### src/rtl/sercom_pkg.sv
package sercom_pkg;

    localparam int BYTE_W  = 8;
    localparam int REG_CNT = 8;
    localparam int OFS_W   = $clog2(REG_CNT);
    localparam int ERR_W   = 3;

    // error flag indices inside the 3-bit error group
    localparam int ERR_PAR = 0;
    localparam int ERR_FRM = 1;
    localparam int ERR_OVR = 2;

    typedef enum logic [OFS_W-1:0] {
        OFS_MODE = 3'd0,
        OFS_RATE = 3'd1,
        OFS_CTRL = 3'd2,
        OFS_TXD  = 3'd3,
        OFS_STAT = 3'd4,
        OFS_RXD  = 3'd5,
        OFS_CARD = 3'd6,
        OFS_EXT  = 3'd7
    } reg_ofs_e;

    typedef struct packed {
        logic       tx_ie;
        logic       rx_ie;
        logic       tx_en;
        logic       rx_en;
        logic       mp_ie;
        logic       te_ie;
        logic [1:0] clk_en;
    } ctrl_t;

    typedef struct packed {
        logic             tdre;
        logic             rdrf;
        logic [ERR_W-1:0] err;
        logic             tend;
        logic             mpb;
        logic             mpbt;
    } stat_t;

    localparam logic [BYTE_W-1:0] RST_MODE = 8'h00;
    localparam logic [BYTE_W-1:0] RST_RATE = 8'hFF;
    localparam logic [BYTE_W-1:0] RST_TXD  = 8'hFF;
    localparam logic [BYTE_W-1:0] RST_RXD  = 8'h00;
    localparam logic [BYTE_W-1:0] RST_AUX  = 8'h00;

    function automatic logic [BYTE_W-1:0] pack_stat(input stat_t s);
        return s;
    endfunction

    function automatic logic [ERR_W-1:0] clear_mask(input logic [ERR_W-1:0] seen,
                                                    input logic [ERR_W-1:0] wbits);
        return seen & ~wbits;
    endfunction

endpackage

### src/rtl/sercom_cfg.sv
module sercom_cfg
    import sercom_pkg::*;
(
    input  logic              clk,
    input  logic              rst,
    input  logic              wr_mode,
    input  logic              wr_rate,
    input  logic              wr_ctrl,
    input  logic              wr_card,
    input  logic              wr_ext,
    input  logic [BYTE_W-1:0] wdata,
    output logic [BYTE_W-1:0] mode_q,
    output logic [BYTE_W-1:0] rate_q,
    output ctrl_t             ctrl_q,
    output logic [BYTE_W-1:0] card_q,
    output logic [BYTE_W-1:0] ext_q
);

    logic frame_locked;
    assign frame_locked = ctrl_q.tx_en | ctrl_q.rx_en;

    always_ff @(posedge clk) begin
        if (rst) begin
            mode_q <= RST_MODE;
            rate_q <= RST_RATE;
            ctrl_q <= '0;
            card_q <= RST_AUX;
            ext_q  <= RST_AUX;
        end else begin
            if (wr_mode && !frame_locked) mode_q <= wdata;
            if (wr_rate && !frame_locked) rate_q <= wdata;
            if (wr_ctrl) ctrl_q <= ctrl_t'(wdata);
            if (wr_card) card_q <= wdata;
            if (wr_ext)  ext_q  <= wdata;
        end
    end

endmodule

### src/rtl/sercom_txctl.sv
module sercom_txctl
    import sercom_pkg::*;
(
    input  logic              clk,
    input  logic              rst,
    input  logic              ctrl_wr,
    input  logic              w_tx_en,
    input  logic              w_te_ie,
    input  logic              w_tx_ie,
    input  logic              te_ie,
    input  logic              tx_ie,
    input  logic              txd_wr,
    input  logic [BYTE_W-1:0] wdata,
    input  logic              frame_done,
    output logic              tdre_q,
    output logic              tend_q,
    output logic [BYTE_W-1:0] txd_q,
    output logic              load_q,
    output logic [BYTE_W-1:0] load_data_q,
    output logic              irq_txi_q,
    output logic              irq_tei_q
);

    logic              n_tdre, n_tend, n_tei, n_txi, start;
    logic [BYTE_W-1:0] n_txd, start_byte;

    always_comb begin
        n_tdre     = tdre_q;
        n_tend     = tend_q;
        n_tei      = irq_tei_q;
        n_txd      = txd_q;
        start      = 1'b0;
        start_byte = txd_q;

        // frame end: chain the buffered byte or go idle
        if (frame_done) begin
            if (!tdre_q) begin
                start = 1'b1;
            end else begin
                n_tend = 1'b1;
                if (te_ie) n_tei = 1'b1;
            end
        end
        if (start) begin
            n_tend = 1'b0;
            n_tdre = 1'b1;
            n_tei  = 1'b0;
        end

        // data write: start now if the shifter is idle, else hold
        if (txd_wr) begin
            n_txd = wdata;
            if (n_tend) begin
                start      = 1'b1;
                start_byte = wdata;
                n_tend     = 1'b0;
                n_tdre     = 1'b1;
                n_tei      = 1'b0;
            end else begin
                n_tdre = 1'b0;
            end
        end

        if (ctrl_wr) begin
            if (w_tx_en) begin
                n_tdre = 1'b1;
                n_tend = 1'b1;
            end
            if (!w_te_ie) n_tei = 1'b0;
        end

        n_txi = (start && tx_ie) || (ctrl_wr && w_tx_en && w_tx_ie);
    end

    always_ff @(posedge clk) begin
        if (rst) begin
            tdre_q      <= 1'b1;
            tend_q      <= 1'b1;
            txd_q       <= RST_TXD;
            load_q      <= 1'b0;
            load_data_q <= RST_TXD;
            irq_txi_q   <= 1'b0;
            irq_tei_q   <= 1'b0;
        end else begin
            tdre_q    <= n_tdre;
            tend_q    <= n_tend;
            txd_q     <= n_txd;
            load_q    <= start;
            irq_txi_q <= n_txi;
            irq_tei_q <= n_tei;
            if (start) load_data_q <= start_byte;
        end
    end

endmodule

### src/rtl/sercom_rxctl.sv
module sercom_rxctl
    import sercom_pkg::*;
(
    input  logic              clk,
    input  logic              rst,
    input  logic              ctrl_wr,
    input  logic              w_rx_ie,
    input  logic              rx_en,
    input  logic              rx_ie,
    input  logic              rxd_rd,
    input  logic              stat_rd,
    input  logic              stat_wr,
    input  logic              w_mpbt,
    input  logic [ERR_W-1:0]  w_err,
    input  logic              rx_valid,
    input  logic [BYTE_W-1:0] rx_data,
    input  logic              rx_ferr,
    input  logic              rx_break,
    output logic              rdrf_q,
    output logic [ERR_W-1:0]  err_q,
    output logic              mpbt_q,
    output logic [BYTE_W-1:0] rxd_q,
    output logic              irq_rxi_q,
    output logic              irq_err_q
);

    logic [ERR_W-1:0]  seen_q, n_seen, n_err, clr;
    logic [BYTE_W-1:0] n_rxd;
    logic              n_rdrf, n_mpbt, n_irq, n_rxi;

    always_comb begin
        n_rdrf = rdrf_q;
        n_err  = err_q;
        n_seen = seen_q;
        n_mpbt = mpbt_q;
        n_irq  = irq_err_q;
        n_rxd  = rxd_q;
        n_rxi  = 1'b0;
        clr    = '0;

        // bus side first, so a read and a new byte in one cycle both land
        if (rxd_rd) n_rdrf = 1'b0;
        if (stat_rd) n_seen = err_q;
        if (stat_wr) begin
            n_mpbt = w_mpbt;
            clr    = clear_mask(seen_q, w_err);
            n_err  = err_q & ~clr;
            n_seen = seen_q & ~clr;
            if (n_err == '0) n_irq = 1'b0;
        end
        if (ctrl_wr && !w_rx_ie) n_irq = 1'b0;

        // serialiser side
        if (rx_valid && rx_en) begin
            if (n_rdrf) begin
                n_err[ERR_OVR] = 1'b1;
                if (rx_ie) n_irq = 1'b1;
            end else begin
                n_rxd  = rx_data;
                n_rdrf = 1'b1;
                n_rxi  = rx_ie;
            end
        end
        if (rx_ferr || rx_break) begin
            n_err[ERR_FRM] = 1'b1;
            if (rx_ie) n_irq = 1'b1;
        end
    end

    always_ff @(posedge clk) begin
        if (rst) begin
            rdrf_q    <= 1'b0;
            err_q     <= '0;
            seen_q    <= '0;
            mpbt_q    <= 1'b0;
            rxd_q     <= RST_RXD;
            irq_rxi_q <= 1'b0;
            irq_err_q <= 1'b0;
        end else begin
            rdrf_q    <= n_rdrf;
            err_q     <= n_err;
            seen_q    <= n_seen;
            mpbt_q    <= n_mpbt;
            rxd_q     <= n_rxd;
            irq_rxi_q <= n_rxi;
            irq_err_q <= n_irq;
        end
    end

endmodule

### src/rtl/serial_port_csr.sv
module serial_port_csr
    import sercom_pkg::*;
#(
    parameter int ADDR_W = 8
) (
    input  logic              clk,
    input  logic              rst,
    input  logic              bus_wr,
    input  logic              bus_rd,
    input  logic [ADDR_W-1:0] bus_addr,
    input  logic [7:0]        bus_wdata,
    output logic [7:0]        bus_rdata,
    output logic [7:0]        cfg_mode,
    output logic [7:0]        cfg_rate,
    output logic [7:0]        cfg_ctrl,
    output logic              eng_tx_load,
    output logic [7:0]        eng_tx_data,
    input  logic              eng_frame_done,
    input  logic              eng_rx_valid,
    input  logic [7:0]        eng_rx_data,
    input  logic              eng_rx_ferr,
    input  logic              eng_break,
    output logic              irq_err,
    output logic              irq_rxi,
    output logic              irq_txi,
    output logic              irq_tei
);

    logic [OFS_W-1:0]   ofs;
    logic [REG_CNT-1:0] wr_hit, rd_hit;

    assign ofs = bus_addr[OFS_W-1:0];

    generate
        if (ADDR_W > OFS_W) begin : g_hi
            logic unused_addr_hi;
            assign unused_addr_hi = ^bus_addr[ADDR_W-1:OFS_W];
        end
        for (genvar g = 0; g < REG_CNT; g++) begin : g_dec
            assign wr_hit[g] = bus_wr && (ofs == OFS_W'(g));
            assign rd_hit[g] = bus_rd && (ofs == OFS_W'(g));
        end
    endgenerate

    ctrl_t             ctrl_q;
    logic [BYTE_W-1:0] mode_q, rate_q, card_q, ext_q, txd_q, rxd_q;
    logic              tdre, tend, rdrf, mpbt;
    logic [ERR_W-1:0]  err;
    stat_t             stat;
    logic [BYTE_W-1:0] stat_byte;

    sercom_cfg u_cfg (
        .clk     (clk),
        .rst     (rst),
        .wr_mode (wr_hit[OFS_MODE]),
        .wr_rate (wr_hit[OFS_RATE]),
        .wr_ctrl (wr_hit[OFS_CTRL]),
        .wr_card (wr_hit[OFS_CARD]),
        .wr_ext  (wr_hit[OFS_EXT]),
        .wdata   (bus_wdata),
        .mode_q  (mode_q),
        .rate_q  (rate_q),
        .ctrl_q  (ctrl_q),
        .card_q  (card_q),
        .ext_q   (ext_q)
    );

    sercom_txctl u_tx (
        .clk         (clk),
        .rst         (rst),
        .ctrl_wr     (wr_hit[OFS_CTRL]),
        .w_tx_en     (bus_wdata[5]),
        .w_te_ie     (bus_wdata[2]),
        .w_tx_ie     (bus_wdata[7]),
        .te_ie       (ctrl_q.te_ie),
        .tx_ie       (ctrl_q.tx_ie),
        .txd_wr      (wr_hit[OFS_TXD]),
        .wdata       (bus_wdata),
        .frame_done  (eng_frame_done),
        .tdre_q      (tdre),
        .tend_q      (tend),
        .txd_q       (txd_q),
        .load_q      (eng_tx_load),
        .load_data_q (eng_tx_data),
        .irq_txi_q   (irq_txi),
        .irq_tei_q   (irq_tei)
    );

    sercom_rxctl u_rx (
        .clk       (clk),
        .rst       (rst),
        .ctrl_wr   (wr_hit[OFS_CTRL]),
        .w_rx_ie   (bus_wdata[6]),
        .rx_en     (ctrl_q.rx_en),
        .rx_ie     (ctrl_q.rx_ie),
        .rxd_rd    (rd_hit[OFS_RXD]),
        .stat_rd   (rd_hit[OFS_STAT]),
        .stat_wr   (wr_hit[OFS_STAT]),
        .w_mpbt    (bus_wdata[0]),
        .w_err     (bus_wdata[5:3]),
        .rx_valid  (eng_rx_valid),
        .rx_data   (eng_rx_data),
        .rx_ferr   (eng_rx_ferr),
        .rx_break  (eng_break),
        .rdrf_q    (rdrf),
        .err_q     (err),
        .mpbt_q    (mpbt),
        .rxd_q     (rxd_q),
        .irq_rxi_q (irq_rxi),
        .irq_err_q (irq_err)
    );

    always_comb begin
        stat      = '0;
        stat.tdre = tdre;
        stat.rdrf = rdrf;
        stat.err  = err;
        stat.tend = tend;
        stat.mpbt = mpbt;
        stat_byte = pack_stat(stat);
    end

    always_comb begin
        unique case (reg_ofs_e'(ofs))
            OFS_MODE: bus_rdata = mode_q;
            OFS_RATE: bus_rdata = rate_q;
            OFS_CTRL: bus_rdata = ctrl_q;
            OFS_TXD:  bus_rdata = txd_q;
            OFS_STAT: bus_rdata = stat_byte;
            OFS_RXD:  bus_rdata = rxd_q;
            OFS_CARD: bus_rdata = card_q;
            OFS_EXT:  bus_rdata = ext_q;
            default:  bus_rdata = '0;
        endcase
    end

    assign cfg_mode = mode_q;
    assign cfg_rate = rate_q;
    assign cfg_ctrl = ctrl_q;

endmodule

### config.mk
export PLATFORM = sky130hd
export DESIGN_NAME = serial_port_csr
export DESIGN_NICKNAME = d
export VERILOG_FILES = /design/src/rtl/sercom_pkg.sv /design/src/rtl/sercom_cfg.sv /design/src/rtl/sercom_txctl.sv /design/src/rtl/sercom_rxctl.sv /design/src/rtl/serial_port_csr.sv
export SDC_FILE = /design/constraint.sdc
export NUM_CORES = 1
export LEC_CHECK = 0
export BUFFER_PORTS_ARGS = -buffer_cell sky130_fd_sc_hd__buf_2
export CORE_ASPECT_RATIO = 1.25
export CORE_MARGIN = 5
export CORE_UTILIZATION = 45
export DETAILED_ROUTE_END_ITERATION = 10
export GPL_ROUTABILITY_DRIVEN = 0
export PLACE_DENSITY = 0.69
export SLEW_MARGIN = 20
export SYNTH_ARGS = -nofsm -noshare
export SYNTH_HDL_FRONTEND = slang
export SYNTH_SLANG_ARGS = --single-unit
### constraint.sdc
create_clock -name clk -period 2.5 [get_ports clk]
set_input_delay 0.5 -clock clk [delete_from_list [all_inputs] [get_ports clk]]
set_output_delay 0.5 -clock clk [all_outputs]
set_load 0.01 [all_outputs]
==> impl_metrics.csv <==
group,metric,value,unit
run_status,status,"completed",
power,p_int,1.95,mW
floorplanning,start_util,46.2,%
power,finalPower,2.62,mW
grt,grt_antenna_before_repair,0,
timing,drv_slew,0,
worst_setup_path,critical_path.cell_chain,"buf_2 > inv_1 > nand2_1 > nor2_1 > a31oi_1 > buf_2",
yosys,synth_mux_area_share,8.23,%
routing,drc,0,
power,power_frac_comb,11.7,%
clock_tree,clock-root-buffer,"clkbuf_8",
worst_setup_path,critPathRequiredTime,2.00,ns
routing,wl_per_cell,18.2,µm
timing,setup_violations,0,
yosys,synth-compound-area-share,21.0,%
yosys,syn-cell-area,0.00362,mm²
grt,grt_max_degree,37,
hold_path,hold_class,"input port to register",
timing,grt_setup_unrepaired,"no",
timing,finalCritPeriodShare,95.7,%
yosys,synth_fa_ha_area_share,0,%
grt,grt_usage,21.9,%
yosys,yosysSeqAreaShare,43.7,%
timing,worst-slew-pin-transition,0.688,ns
clock_tree,postCtsResizedCells,0,
power,seqPwrFrac,50.1,%
timing,tns,0,ns
yosys,ys_types,47,
yosys,synth-xor-area-share,0.242,%
power,switching_share,25.6,%
clock_tree,hold_buffers,0,
cells_and_area,stdcell_count,595,
cells_and_area,final_cell_area,0.00428,mm²
yosys,yosys.area.top_type,"dfxtp_1",
cells_and_area,nets,527,
yosys,yosys_warnings,0,
run,drv_cap,0,
routing,ant_nets,0,
clock_tree,cts_sinks,79,
worst_setup_path,cpMostUsedCell,"buf_2",
yosys,synthesis.nets,463,
placed_design,placed_area,0.00407,mm²
cells_and_area,drive_gt1_share,22.6,%
worst_setup_path,crit_type,"input port to output pin",
floorplanning,die_h,110,µm
grt,grt_pass1_wl,17200,µm
yosys,synth_simple_gate_area_share,20.8,%
yosys,synth_top_family_by_area,"compound AO/OA/AOI/OAI gates",
grt,grt_pass1_vias,3246,
yosys,synthCells,431,
routing,wl,10800,µm
timing,hold_violations,0,
yosys,netlist.area_leader.share,43.7,%
cells_and_area,final_cell_mix,"79 x dfxtp_1, 72 x nand2_1, 71 x buf_2, 49 x a21oi_1, 48 x nor2_1",
cells_and_area,layout_commonest_cell,"dfxtp_1",
worst_setup_path,cp_top_family,"buffers and inverters",
worst_setup_path,crit_fanout,15,
routing,avgViaCountPerCell,5.73,
worst_setup_path,crit_slowest_cell,"nand2_1",
floorplanning,rows,36,
timing,whs,0.362,ns
floorplanning,die_w,90.2,µm
power,p_leak,1.82,nW
routing,dr.pass1.iters,5,
yosys,avgSynthCellArea,8.39,µm²
worst_setup_path,cp-start-kind,"input port",
clock_tree,cts_tree,"yes",
worst_setup_path,end_kind,"output pin",
timing,timing.slew.headroom,54.1,%
clock_tree,post_cts_buffers,0,
grt,gr-total-overflow,0,
routing,via_count,3409,
power,irDropWorstVdd,429,µV
routing,drtIter0Drc,288,
clock_tree,cts_buffers,9,
cells_and_area,area_delta_synth_final,18.2,%
worst_setup_path,critPathBufInv,3,
clock_tree,htreeDepth,3,
yosys,synthTopCellsByArea,"dfxtp_1 44%, nand2_1 7.5%, a21oi_1 6.8%",
placed_design,dp_cells,579,
timing,finClkSkew,0.00672,ns
power,p_clk_share,38.2,%
placed_design,port_buffers,71,
clock_tree,clkLatencyLatePin,0.36,ns
timing,period_minus_slack,2.39,ns
yosys,ys_ff_latch,79,
worst_setup_path,cpPeakStageDelay,0.36,ns
power,power.density,612,mW/mm²
floorplanning,die_area,0.00994,mm²
placed_design,dp_hpwl,7860,µm
timing,fmax,418,MHz
power,p_sw,0.670,mW
floorplanning,ios,77,
cells_and_area,diodes,0,
clock_tree,clkSlewWorstSetupHoldPaths,0.08,ns
clock_tree,clock_path_buffers,2,
worst_setup_path,worstPathArrival,1.89,ns
floorplanning,core_area,0.00784,mm²
==> worst register-to-register path, stage by stage, from the launching register on <==
cell and delay [ns]:
dfxtp_1 0.37, nor2_1 0.22, nand4_1 0.32, buf_4 0.29, a211o_1 0.29
==> logic make-up after synthesis <==
family / Yosys count
buffers and inverters: 45
AO/OA/AOI/OAI: 116
flip-flops: 79
multiplexers: 28
XOR/XNOR: 1
AND/OR/NAND/NOR: 162
==> power groups by stage <==
stage | Clock (mW) | Combinational, mW | Sequential [mW]
floorplan | 0 | 0.176 | 1.34
global placement | 0 | 0.298 | 1.34
detailed placement | 0 | 0.301 | 1.34
CTS | 1.01 | 0.302 | 1.31
global route | 1.07 | 0.332 | 1.32
finish | 1.00 | 0.305 | 1.31
==> sequential cells by signal, indices dropped and copies added, names as in the netlist <==
register / cells
u_cfg.card_q: 8
u_cfg.ctrl_q: 8
u_cfg.ext_q: 8
u_cfg.mode_q: 8
u_cfg.rate_q: 8
u_rx.err_q: 3
u_rx.irq_err_q: 1
u_rx.irq_rxi_q: 1
u_rx.mpbt_q: 1
u_rx.rdrf_q: 1
u_rx.rxd_q: 8
u_rx.seen_q: 3
u_tx.irq_tei_q: 1
u_tx.irq_txi_q: 1
u_tx.load_data_q: 8
u_tx.load_q: 1
u_tx.tdre_q: 1
u_tx.tend_q: 1
u_tx.txd_q: 8
==> per-stage QoR <==
stage | util (%) | worst slack (ns)
6_report | 54.6 | 0.107
5_1_grt | 54.6 | 0.0675
4_1_cts | 54.6 | 0.165
3_5_place_dp | 51.9 | 0.181
3_3_place_gp | 51.9 | 0.169
2_1_floorplan | - | 0.469
==> metal layers <==
layer,global-route usage (%),vias to the layer above,routed length (µm)
met4,10.2,0,297
met3,5.77,22,841
li1,-,1642,-
met5,0,-,0
met2,34.9,160,4960
met1,28.0,1585,4710
==> synth_stat cells (all sizes together) <==
cell type and number:
dfxtp 79, nand2 72, a21oi 50, nor2 49, mux2i 23, buf 19
o21ai 18, a221oi 15, clkbuf 13, inv 13, nand3 10, a211o 9
nor2b 7, and3 5, nand4 5, mux2 4, nand2b 4, o22a 4
a211oi 3, a21o 3, a2bb2oi 3, a31oi 2, nand3b 2, nand4b 2
o221ai 2, o2bb2ai 2, a22o 1, a31o 1, and4b 1, and4bb 1
mux4 1, nand4bb 1, nor3 1, nor3b 1, o211ai 1, o21a 1
o22ai 1, or3b 1, xnor2 1
==> area by class of cell <==
class / instances / area [µm²]
clock inverter: 3 / 40.0
multi-input combinational: 307 / 1820
timing repair buffer: 85 / 498
inverter: 13 / 48.8
clock buffer: 13 / 169
tap: 95 / 119
fill: 765 / 3560
sequential: 79 / 1580
==> path summary, 6_finish.rpt <==
check,from,end,slack (ns),cells past startpoint
setup / recovery,bus_addr[2],bus_rdata[6],0.11,6
hold / removal,eng_rx_data[6],u_rx.rxd_q[6],0.36,3
setup reg to reg,u_cfg.ctrl_q[4],u_cfg.rate_q[1],0.89,4
hold reg to reg,u_tx.load_data_q[2],u_tx.load_data_q[2],0.44,2
(Power assumes the default switching activity.)
